==> src/rtl/pair_pkg.sv <==
package pair_pkg;

    typedef enum logic [1:0] {
        PC_UV = 2'b00,
        PC_PU = 2'b01,
        PC_PV = 2'b10,
        PC_NP = 2'b11
    } pair_cls_e;

    typedef enum logic [1:0] {
        LK_NONE = 2'b00,
        LK_CLD  = 2'b01,
        LK_MUL  = 2'b10,
        LK_STR  = 2'b11
    } long_kind_e;

    typedef enum logic [1:0] {
        SK_NONE    = 2'b00,
        SK_PUSHPOP = 2'b01,
        SK_CALL    = 2'b10,
        SK_RSVD    = 2'b11
    } stack_kind_e;

    typedef struct packed {
        logic        valid;
        pair_cls_e   cls;
        logic        prefix;
        logic        immdisp;
        stack_kind_e stk;
        long_kind_e  lng;
    } slot_desc_t;

    typedef struct packed {
        logic      valid;
        pair_cls_e eff;
        logic      stk_ok;
    } slot_info_t;

    function automatic pair_cls_e effective_class(slot_desc_t d);
        pair_cls_e c;
        if (d.immdisp || (d.lng != LK_NONE))
            c = PC_NP;
        else if ((d.cls == PC_UV) && d.prefix)
            c = PC_PU;
        else
            c = d.cls;
        return c;
    endfunction

    function automatic logic fits_u_slot(pair_cls_e c);
        return (c == PC_UV) || (c == PC_PU);
    endfunction

    function automatic logic fits_v_slot(pair_cls_e c);
        return (c == PC_UV) || (c == PC_PV);
    endfunction

endpackage

==> src/rtl/pair_classify.sv <==
module pair_classify
    import pair_pkg::*;
#(
    parameter bit IS_OLDER = 1'b1
) (
    input  slot_desc_t desc,
    output slot_info_t info
);

    logic stk_flag;

    generate
        if (IS_OLDER) begin : g_older
            assign stk_flag = (desc.stk == SK_PUSHPOP);
        end else begin : g_younger
            assign stk_flag = (desc.stk == SK_PUSHPOP) || (desc.stk == SK_CALL);
        end
    endgenerate

    always_comb begin
        info.valid  = desc.valid;
        info.eff    = effective_class(desc);
        info.stk_ok = stk_flag;
    end

endmodule

==> src/rtl/pair_decide.sv <==
module pair_decide
    import pair_pkg::*;
(
    input  logic       clk,
    input  logic       rst,
    input  slot_info_t older,
    input  slot_info_t younger,
    input  logic       hazard,
    input  logic       busy,
    output logic       issue_u,
    output logic       issue_v
);

    logic classes_ok;
    logic hazard_ok;

    always_comb begin
        classes_ok = fits_u_slot(older.eff) && fits_v_slot(younger.eff);
        hazard_ok  = !hazard || (older.stk_ok && younger.stk_ok);
        issue_u    = older.valid && !busy;
        issue_v    = issue_u && younger.valid && classes_ok && hazard_ok;
    end

    AST_V_NEEDS_U: assert property (@(posedge clk) disable iff (rst)
        issue_v |-> issue_u);

    AST_NO_YOUNG_WITHOUT_OLD: assert property (@(posedge clk) disable iff (rst)
        !older.valid |-> !issue_u && !issue_v);

endmodule

==> src/rtl/pair_busy.sv <==
module pair_busy
    import pair_pkg::*;
#(
    parameter int CLD_CYC = 2,
    parameter int MUL_CYC = 11,
    parameter int STR_CYC = 12,
    parameter int CW      = 4
) (
    input  logic          clk,
    input  logic          rst,
    input  logic          load,
    input  long_kind_e    lng,
    output logic [CW-1:0] cnt,
    output logic          busy
);

    localparam logic [CW-1:0] CLD_M1 = CW'(CLD_CYC - 1);
    localparam logic [CW-1:0] MUL_M1 = CW'(MUL_CYC - 1);
    localparam logic [CW-1:0] STR_M1 = CW'(STR_CYC - 1);

    logic [CW-1:0] lat_m1;

    always_comb begin
        case (lng)
            LK_CLD:  lat_m1 = CLD_M1;
            LK_MUL:  lat_m1 = MUL_M1;
            LK_STR:  lat_m1 = STR_M1;
            default: lat_m1 = '0;
        endcase
    end

    always_ff @(posedge clk) begin
        if (rst)
            cnt <= '0;
        else if (cnt != '0)
            cnt <= cnt - 1'b1;
        else if (load)
            cnt <= lat_m1;
    end

    assign busy = (cnt != '0);

    AST_STALL_DECR: assert property (@(posedge clk) disable iff (rst)
        (cnt != '0) |=> (cnt == $past(cnt) - 1'b1));

    AST_MUL_LOAD: assert property (@(posedge clk) disable iff (rst)
        (load && !busy && lng == LK_MUL) |=> (cnt == MUL_M1));

    AST_IDLE_STAYS: assert property (@(posedge clk) disable iff (rst)
        (!busy && !load) |=> (cnt == '0));

endmodule

==> src/rtl/dual_issue_pair.sv <==
module dual_issue_pair
    import pair_pkg::*;
#(
    parameter int CLD_CYC = 2,
    parameter int MUL_CYC = 11,
    parameter int STR_CYC = 12,
    localparam int MAX_A  = (MUL_CYC > CLD_CYC) ? MUL_CYC : CLD_CYC,
    localparam int MAX_CYC = (STR_CYC > MAX_A) ? STR_CYC : MAX_A,
    localparam int CW     = (MAX_CYC > 2) ? $clog2(MAX_CYC) : 1
) (
    input  logic          clk,
    input  logic          rst,
    input  logic          a_valid,
    input  logic [1:0]    a_cls,
    input  logic          a_prefix,
    input  logic          a_immdisp,
    input  logic [1:0]    a_stk,
    input  logic [1:0]    a_long,
    input  logic          b_valid,
    input  logic [1:0]    b_cls,
    input  logic          b_prefix,
    input  logic          b_immdisp,
    input  logic [1:0]    b_stk,
    input  logic [1:0]    b_long,
    input  logic          dep_hazard,
    output logic          issue_u,
    output logic          issue_v,
    output logic [CW-1:0] stall_cnt
);

    slot_desc_t desc [2];
    slot_info_t info [2];
    logic       busy;

    always_comb begin
        desc[0].valid   = a_valid;
        desc[0].cls     = pair_cls_e'(a_cls);
        desc[0].prefix  = a_prefix;
        desc[0].immdisp = a_immdisp;
        desc[0].stk     = stack_kind_e'(a_stk);
        desc[0].lng     = long_kind_e'(a_long);
        desc[1].valid   = b_valid;
        desc[1].cls     = pair_cls_e'(b_cls);
        desc[1].prefix  = b_prefix;
        desc[1].immdisp = b_immdisp;
        desc[1].stk     = stack_kind_e'(b_stk);
        desc[1].lng     = long_kind_e'(b_long);
    end

    generate
        for (genvar g = 0; g < 2; g++) begin : g_slot
            pair_classify #(.IS_OLDER(g == 0)) u_cls (
                .desc (desc[g]),
                .info (info[g])
            );
        end
    endgenerate

    pair_decide u_decide (
        .clk     (clk),
        .rst     (rst),
        .older   (info[0]),
        .younger (info[1]),
        .hazard  (dep_hazard),
        .busy    (busy),
        .issue_u (issue_u),
        .issue_v (issue_v)
    );

    pair_busy #(
        .CLD_CYC (CLD_CYC),
        .MUL_CYC (MUL_CYC),
        .STR_CYC (STR_CYC),
        .CW      (CW)
    ) u_busy (
        .clk  (clk),
        .rst  (rst),
        .load (issue_u),
        .lng  (desc[0].lng),
        .cnt  (stall_cnt),
        .busy (busy)
    );

    AST_IMMDISP_NO_PAIR: assert property (@(posedge clk) disable iff (rst)
        (a_immdisp || b_immdisp) |-> !issue_v);

    AST_PREFIX_DEMOTE: assert property (@(posedge clk) disable iff (rst)
        (b_prefix && b_cls == 2'b00) |-> !issue_v);

    AST_STALL_GATES: assert property (@(posedge clk) disable iff (rst)
        (stall_cnt != '0) |-> (!issue_u && !issue_v));

    AST_HAZARD_STACK: assert property (@(posedge clk) disable iff (rst)
        (issue_v && dep_hazard) |-> (a_stk == 2'b01));

    AST_LONG_NO_PAIR: assert property (@(posedge clk) disable iff (rst)
        ((a_long != 2'b00) || (b_long != 2'b00)) |-> !issue_v);

    AST_RESET_CLEAR: assert property (@(posedge clk)
        $past(rst) |-> (stall_cnt == '0));

endmodule

==> config.mk <==
export PLATFORM = sky130hd
export DESIGN_NAME = dual_issue_pair
export DESIGN_NICKNAME = d
export VERILOG_FILES = /design/src/rtl/pair_pkg.sv /design/src/rtl/pair_classify.sv /design/src/rtl/pair_decide.sv /design/src/rtl/pair_busy.sv /design/src/rtl/dual_issue_pair.sv
export SDC_FILE = /design/constraint.sdc
export NUM_CORES = 1
export LEC_CHECK = 0
export BUFFER_PORTS_ARGS = -buffer_cell sky130_fd_sc_hd__buf_2
export CAP_MARGIN = 20
export CORE_AREA = 2 2 39 41
export DETAILED_ROUTE_END_ITERATION = 10
export DIE_AREA = 0 0 41 43
export PLACE_DENSITY_LB_ADDON = 0.12
export RECOVER_POWER = 50
export SLEW_MARGIN = 10
export SYNTH_ARGS = -nofsm -noshare
export SYNTH_HDL_FRONTEND = slang
export SYNTH_SLANG_ARGS = --single-unit
==> constraint.sdc <==
create_clock -name clk -period 1.32 [get_ports clk]
set_input_delay 0.066 -clock clk [delete_from_list [all_inputs] [get_ports clk]]
set_output_delay 0.066 -clock clk [all_outputs]
set_load 0.05 [all_outputs]
### Word level (Yosys, flattened, before mapping)

Index checks and enable logic that the tools add are counted.

| storage, ports and cells | value |
|---|---|
| logic and storage cells | 41 |
| bits in read-only memories | 0 |
| register bits | 4 |
| bits of input ports | 21 |
| bits in latches | 0 |
| memories | 0 |
| RAM bits | 0 |
| output and inout bits | 6 |

| cells by class | value |
|---|---|
| multiply operators | 0 |
| equality and inequality tests | 8 |
| bitwise gates (word level) | 0 |
| add/sub/neg operators | 1 |
| divide/modulo/power cells | 0 |
| reduce and logical (&&, ||, !) cells | 24 |
| $lt $le $gt $ge | 0 |
| multiplexer cells | 7 |
| shift operators | 0 |

Operators by type and width:

| cell | count |
|---|---|
| 4-bit case mux with 3 select lines | 1 |
| 2-bit by 1-bit == test with 1-bit output (second input constant) | 4 |
| 2-bit == test (second input constant) | 4 |
| 1-bit logical AND | 8 |
| 2-bit zero test | 4 |
| 2-bit 2-to-1 mux | 4 |
| 4-bit 2-to-1 mux | 2 |
| 1-bit logical OR | 6 |
| 2-bit nonzero test | 3 |
| 4-bit nonzero test | 1 |
| 4-bit by 1-bit subtractor with 4-bit output (second input constant) | 1 |
| 1-bit zero test | 2 |

### Depth between registers and ports, before layout

Gate-level depths: netlist of the first run.

| logic depth | value |
|---|---|
| word-level depth | 9 |
| gate-level depth with buffers | 5 |
| depth with buffers taken out | 5 |

### Hierarchy

A second synthesis of the first run with hierarchy kept.

| second synthesis, totals | value |
|---|---|
| cells, all modules | 42 |
| area, all modules | 354.1 µm² |

Modules (own cells, without submodules):

| module | times used | area an instance (µm²) | sequential area each (µm²) | cells an instance |
|---|---|---|---|---|
| pair_busy | 1 | 214.0 | 80.1 | 24 |
| pair_classify (g_slot[1].u_cls) | 1 | 53.8 | 0.0 | 7 |
| pair_classify (g_slot[0].u_cls) | 1 | 51.3 | 0.0 | 7 |
| pair_decide | 1 | 35.0 | 0.0 | 4 |

### Worst setup path before layout of the first run

Ideal clock, no wire load.

| timing path | value |
|---|---|
| path kind | reg2out |
| from | register u_busy.cnt[0] |
| to | output port issue_v |
| slack | -0.676 ns |
| arrival | 1.930 ns |
| path buffers | 0 |
| stages on the path, launching flop included | 5 |
| data required time | 1.254 ns |
| cells stage by stage | dfxtp_1 -> inv_1 -> ha_1 -> and3_1 -> and4_1 |

| between the ends | value |
|---|---|
| word-level cells in the longest chain between the ends | 6 |

RTL lines:

| what | RTL line | RTL |
|---|---|---|
| start: declaration | pair_busy.sv:13 | `output logic [CW-1:0] cnt,` |
| start signal: assignment | pair_busy.sv:36 | `cnt <= cnt - 1'b1;` |
| start signal: assignment | pair_busy.sv:38 | `cnt <= lat_m1;` |
| 4-bit nonzero test | pair_busy.sv:41 | `assign busy = (cnt != '0);` |
| 1-bit zero test | pair_decide.sv:20 | `issue_u = older.valid && !busy;` |
| 1-bit logical AND | pair_decide.sv:20 |  |
| named net issue_u | dual_issue_pair.sv:26 | `output logic issue_u,` |
| 1-bit logical AND (3 in a row) | pair_decide.sv:21 | `issue_v = issue_u && younger.valid && classes_ok && hazard_ok;` |
| end: declaration | dual_issue_pair.sv:27 | `output logic issue_v,` |

The timed path passes the listed nets, and every way through them passes these cells.

### Worst setup path after layout of the first run

| timing path | value |
|---|---|
| from | input port a_long[1] |
| to | output port issue_v |

| between the ends | value |
|---|---|
| word-level cells in the longest chain between the ends | 8 |
| elaborated cells between the ends (all ways) | 9 |
| those cells by class | eq/ne: 1; mux: 1; reduce/logical: 7 |

RTL lines:

| what | RTL line | RTL |
|---|---|---|
| start: declaration | dual_issue_pair.sv:18 | `input logic [1:0] a_long,` |
| 2-bit nonzero test (*) | pair_pkg.sv:41 | `if (d.immdisp \|\| (d.lng != LK_NONE))` |
| 1-bit logical OR (*) | pair_pkg.sv:41 |  |
| 2-bit 2-to-1 mux (*) | pair_pkg.sv:41 |  |
| 2-bit by 1-bit == test with 1-bit output or 2-bit zero test (tied branches) | pair_pkg.sv:51 | `return (c == PC_UV) \|\| (c == PC_PU);` |
| 1-bit logical OR (*) | pair_pkg.sv:51 |  |
| 1-bit logical AND (*) | pair_decide.sv:18 | `classes_ok = fits_u_slot(older.eff) && fits_v_slot(younger.eff);` |
| 1-bit logical AND (*) (2 in a row) | pair_decide.sv:21 |  |

Every way passes the cells marked *; elsewhere a longest branch is shown, timed or not.

==> results of run 1 <==
-- cells by family (layout without fill, tap and decap cells) --
family	Yosys count	in the layout	synth area share [%]
AO/OA/AOI/OAI	7	7	16.66
XOR/XNOR	1	1	3.071
adder cells (fa/ha/maj)	1	1	4.385
buffers and inverters	3	35	3.947
flip-flops	4	4	28.07
AND/OR/NAND/NOR	18	18	43.86
-- worst reg2reg max path: stages (launching register included) --
cell and delay [ns]:
dfxtp_4 0.33, inv_2 0.06, ha_4 0.14, or3b_4 0.41, a211oi_2 0.18, a211oi_2 0.05
-- cell usage in the layout, fill, tap and decap left out, types with 2 or more instances in the layout --
cell type,netlist,layout
buf_2,0,21
nor2b_1,2,2
a211oi_2,0,3
clkbuf_1,0,2
nor2_1,2,2
nor3_1,2,2
clkbuf_4,0,3
nand2b_1,3,3
dfxtp_2,0,2
buf_4,0,4
dfxtp_4,0,2
-- stage by stage --
step | std cells | power (mW) | setup TNS (ns)
3_5_place_dp | 78 | 1.031 | -0.1475
5_1_grt | 82 | 1.318 | -0.1194
4_1_cts | 82 | 1.205 | -0.06017
3_3_place_gp | 78 | 1.042 | -0.1532
2_1_floorplan | 34 | 0.8146 | -0.02752
6_report | 82 | 1.235 | -0.05639
-- power by group --
group / internal (mW) / total, mW / switching [mW]
logic: 0.335 / 0.821 / 0.486
registers: 0.195 / 0.253 / 0.0574
clock network: 0.113 / 0.161 / 0.0478
total: 0.644 / 1.23 / 0.591
-- per-layer routing --
metal | routed length [µm] | up-vias | global-route usage (%)
li1 | - | 194 | -
met3 | 103 | 0 | 3.665
met1 | 358 | 165 | 11.58
met5 | 0 | - | 0
met4 | 0 | 0 | 8.000
met2 | 390 | 18 | 17.19
-- how the worst min path moves through the flow --
| stage | to | depth (start not counted) | slack (ns) | from |
|---|---|---|---|---|
| floorplan | u_busy.cnt[2] | 1 | 0.13 | rst |
| global placement | u_busy.cnt[2] | 2 | 0.30 | rst |
| detailed placement | u_busy.cnt[2] | 2 | 0.29 | rst |
| CTS | u_busy.cnt[1] | 2 | 0.04 | rst |
| global route | u_busy.cnt[1] | 2 | 0.07 | rst |
| finish | u_busy.cnt[1] | 2 | 0.05 | rst |
-- layout make-up --
type,count,area share [%]
multi-input cells,27,43.48
well taps,16,3.661
inverters,3,2.517
clock buffers,4,4.805
flip-flops and latches,4,16.48
repair buffers,28,29.06
==> flow_metrics.env, run 1 <==
export IMPL_run_status="finished with violations"
export IMPL_violations="setup timing"
export IMPL_diodes=0
export IMPL_rows=14
export IMPL_crit_path_start_kind="primary input"
export IMPL_synth_common_cells="dfxtp_1, a211oi_1, inv_1, nand2b_1"
export IMPL_r2r_slack_ns=0.03
export IMPL_ant_nets=0
export IMPL_cts_max_level=1
export IMPL_postSynthCellCount=34
export IMPL_crit_cells=5
export IMPL_critPathArrivalTime_ns=1.31
export IMPL_hold_violations=0
export IMPL_cp_end_kind="output pin"
export IMPL_clock_sinks=4
export IMPL_cpPeakStageDelay_ns=0.52
export IMPL_yosysTopAreaCellShare_pct=28.07
export IMPL_timing_hold_ws_ns=0.05263
export IMPL_route_vias_total=377
export IMPL_die_height_um=43
export IMPL_cts_setup_buffers=0
export IMPL_grt_total_usage_pct=11.04
export IMPL_yosysWarnings=0
export IMPL_reg2reg_from="u_busy.cnt[1]"
export IMPL_dr_pass1_iters=4
export IMPL_die_area_mm2=0.001763
export IMPL_reg2reg_depth=5
export IMPL_root_buffer="clkbuf_4"
export IMPL_path_buf_inv=2
export IMPL_syn_area_um2=285.3
export IMPL_tightest_slew_ns=0.5878
export IMPL_gr_total_overflow=0
export IMPL_ir_drop_mv=0.9857
export IMPL_synth_avg_cell_area_um2=8.390
export IMPL_final_setup_viol_count=1
export IMPL_cts_tree="yes"
export IMPL_finalCritPeriodShare_pct=104.3
export IMPL_syn2layout_area_growth_pct=91.67
export IMPL_globalplace_congestion=0.7018
export IMPL_regMostFlops="u_busy.cnt"
export IMPL_setup_ws_ns=-0.05639
export IMPL_seq_area_um2=90.09
export IMPL_routed_wirelength_um=851
export IMPL_seq_area_frac_synth_pct=28.07
export IMPL_power_leakage_nw=0.2349
export IMPL_antenna_found_initial=0
export IMPL_crit_family="simple AND/OR/NAND/NOR gates"
export IMPL_top_regs="u_busy.cnt (4)"
export IMPL_initial_core_util_pct=20.61
export IMPL_die_w_um=41
export IMPL_fin_skew_ns=0.004543
export IMPL_post_place_ws_ns=-0.1475
export IMPL_yosys_register_bits=4
export IMPL_synth_edf_count=0
export IMPL_cp_max_fo=2
export IMPL_multi_input_area_um2=237.7
export IMPL_cts_resized=3
export IMPL_drtIter0Drc=3
export IMPL_worst_path_max_delay_cell="or4_4"
export IMPL_drive_above_1_share_pct=69.70
export IMPL_p_per_area_mw_per_mm2=2258
export IMPL_hold_path_class="in -> reg"
export IMPL_largest_reg_flops=4
export IMPL_clock_latency_ns=0.23
export IMPL_synth_ff_type="dfxtp_1"
export IMPL_syn_num_nets=56
export IMPL_port_buffers=24
export IMPL_fp_coreArea_mm2=0.001384
export IMPL_rsz0062_at_grt="yes"
export IMPL_clockBufferDepth=2
export IMPL_fin_util_pct=39.51
export IMPL_maxSlewViolCount=0
export IMPL_cts_buffers=3
export IMPL_hpwl_um=676
export IMPL_synthDistinctLibCells=21
export IMPL_cts_hold_buf=0
export IMPL_clk_pin_slew_ns=0.04
export IMPL_crit_path_start="a_long[1]"
export IMPL_ioPinCount=27
export IMPL_n_fill_cell=146
export IMPL_grt_max_degree=8
export IMPL_crit_end="issue_v"
export IMPL_synth_most_common_cell="dfxtp_1"
export IMPL_drc_errors=0
export IMPL_maxSlewHeadroom_pct=60.98
export IMPL_fmax_ghz=0.7265
export IMPL_postPlaceCellArea_um2=498.0
export IMPL_async_flop_share_pct=0
export IMPL_maxCapViolCount=0
export IMPL_critPathRequiredTime_ns=1.25
export IMPL_crit_chain="buf_2, or4_4, nor4b_2, and4_4, buf_8"
export IMPL_regToRegEndpoint="u_busy.cnt[1]"
export IMPL_yosysTopAreaCell="dfxtp_1"
export IMPL_grt_pass1_vias=336
export IMPL_design_area_um2=546.8
export IMPL_fin_crit_ns=1.376
export IMPL_synthTopCellsByArea="dfxtp_1, a211oi_1, nand2b_1"
export IMPL_nNetsFinal=89
export IMPL_path_class="in -> out"
export IMPL_via_per_inst=4.598
export IMPL_wire_per_inst_um=10.38
export IMPL_grt_pass1_wl_um=1290
No activity file was read; power rests on OpenSTA's default activity.
==> inputs of run 2 (changes only) <==
RECOVER_POWER = unset   (was 50)
==> run 2 against run 1 <==
Effect of this change: the flow still finishes with violations (setup timing); maximum frequency unchanged; via count stayed put; non-clock buffer count is the same; cell count did not move; global-route usage did not move; count of clock-buffer cells in the layout unchanged; critical path depth unchanged; clock skew unchanged; total power rose by 0.36%; sequential power barely moved; critical path type unchanged; routed wire length is 0.24% higher; hold slack did not move.
==> flow_metrics.env, run 2 (synthesis gave the netlist of run 1 again) <==
export IMPL_layout_commonest_cell="buf_2"
export IMPL_critPathArrivalTime_ns=1.31
export IMPL_drive_above_1_share_pct=71.21
export IMPL_post_place_ws_ns=-0.1475
export IMPL_critPathRequiredTime_ns=1.25
export IMPL_grt_pass1_wl_um=1290
export IMPL_via_per_inst=4.598
export IMPL_reg2reg_depth=5
export IMPL_timing_hold_ws_ns=0.05263
export IMPL_n_fill_cell=145
export IMPL_path_class="in -> out"
export IMPL_dr_pass1_iters=4
export IMPL_top_regs="u_busy.cnt (4)"
export IMPL_grt_pass1_vias=336
export IMPL_reg2reg_from="u_busy.cnt[1]"
export IMPL_tightest_slew_ns=0.2585
export IMPL_port_buffers=24
export IMPL_crit_cells=5
export IMPL_postPlaceCellArea_um2=498.0
export IMPL_r2r_slack_ns=0.03
export IMPL_crit_chain="buf_2, or4_4, nor4b_2, and4_4, buf_8"
export IMPL_grt_max_degree=8
export IMPL_final_setup_viol_count=1
export IMPL_root_buffer="clkbuf_4"
export IMPL_drtIter0Drc=3
export IMPL_ant_nets=0
export IMPL_maxCapViolCount=0
export IMPL_crit_path_start_kind="primary input"
export IMPL_initial_core_util_pct=20.61
export IMPL_die_height_um=43
export IMPL_drc_errors=0
export IMPL_hpwl_um=676
export IMPL_power_leakage_nw=0.2390
export IMPL_die_area_mm2=0.001763
export IMPL_largest_reg_flops=4
export IMPL_cp_max_fo=2
export IMPL_fin_crit_ns=1.376
export IMPL_die_w_um=41
export IMPL_path_buf_inv=2
export IMPL_maxSlewHeadroom_pct=82.52
export IMPL_gr_total_overflow=0
export IMPL_rsz0062_at_grt="yes"
export IMPL_routed_wirelength_um=853
export IMPL_fp_coreArea_mm2=0.001384
export IMPL_final_cells=82
export IMPL_layout_common_cells="buf_2, buf_4, nand2b_1, a211oi_2, clkbuf_4"
export IMPL_worst_path_max_delay_cell="or4_4"
export IMPL_crit_family="simple AND/OR/NAND/NOR gates"
export IMPL_diodes=0
export IMPL_regToRegEndpoint="u_busy.cnt[1]"
export IMPL_p_per_area_mw_per_mm2=2261
export IMPL_grt_total_usage_pct=11.04
export IMPL_globalplace_congestion=0.7018
export IMPL_clock_sinks=4
export IMPL_fmax_ghz=0.7265
export IMPL_fin_util_pct=39.60
export IMPL_antenna_found_initial=0
export IMPL_cts_tree="yes"
export IMPL_power_mw=1.239
export IMPL_finalCritPeriodShare_pct=104.3
export IMPL_hold_path_class="in -> reg"
export IMPL_syn2layout_area_growth_pct=92.11
export IMPL_run_status="finished with violations"
export IMPL_wire_per_inst_um=10.40
export IMPL_fin_skew_ns=0.004543
export IMPL_ioPinCount=27
export IMPL_ir_drop_mv=0.9853
export IMPL_hp_start="rst"
export IMPL_setup_ws_ns=-0.05639
export IMPL_route_vias_total=377
export IMPL_setup_tns_ns=-0.05639
export IMPL_clk_pin_slew_ns=0.04
export IMPL_design_area_um2=548.0
export IMPL_nNetsFinal=89
export IMPL_dp_cells=78
export IMPL_min_path_cells=2
export IMPL_rows=14
export IMPL_cp_end_kind="output pin"
export IMPL_cpPeakStageDelay_ns=0.52
export IMPL_regMostFlops="u_busy.cnt"
export IMPL_clock_latency_ns=0.23
export IMPL_violations="setup timing"
export IMPL_cts_max_level=1
export IMPL_hold_path_end="u_busy.cnt[1]"
export IMPL_hold_violations=0
export IMPL_cts_buffers=3
export IMPL_clockBufferDepth=2
export IMPL_cts_setup_buffers=0
export IMPL_maxSlewViolCount=0
[run 2: final cells by class]
class / instances / area [µm²] / share of cell area [%]
multi-input cells: 27 / 237.7 / 43.38
repair buffers: 28 / 160.2 / 29.22
flip-flops and latches: 4 / 90.09 / 16.44
clock buffers: 4 / 26.28 / 4.795
well taps: 16 / 20.02 / 3.653
inverters: 3 / 13.76 / 2.511
[run 2: timing repair]
action / 4_1_cts / 5_1_grt
gates cloned: 0 / 0
pin swaps: 0 / 0
setup endpoints to repair: 1 / 3
resized for setup: 3 / 3
hold buffers: 0 / 0
[run 2: where the power goes]
group          switching, mW  internal (mW)  total [mW]
logic                  0.485          0.340       0.825
registers             0.0571          0.195       0.253
clock network         0.0478          0.113       0.161
[run 2: metal layers]
metal	routed length [µm]	GRT usage (%)	share of wire, %	up-vias
met5	0	0	0	-
met4	0	8.000	0	0
met3	103	3.665	12	0
met2	390	17.19	46	18
met1	359	11.58	42	165
li1	-	-	-	194
[run 2: worst max-delay path by stage]
stage	startpoint	endpoint	slack [ns]
finish	a_long[1]	issue_v	-0.06
detailed placement	a_long[1]	issue_v	-0.15
floorplan	u_busy.cnt[0]	u_busy.cnt[1]	-0.01
global route	a_long[1]	issue_v	-0.09
CTS	a_long[1]	issue_v	-0.06
global placement	a_long[1]	issue_v	-0.15
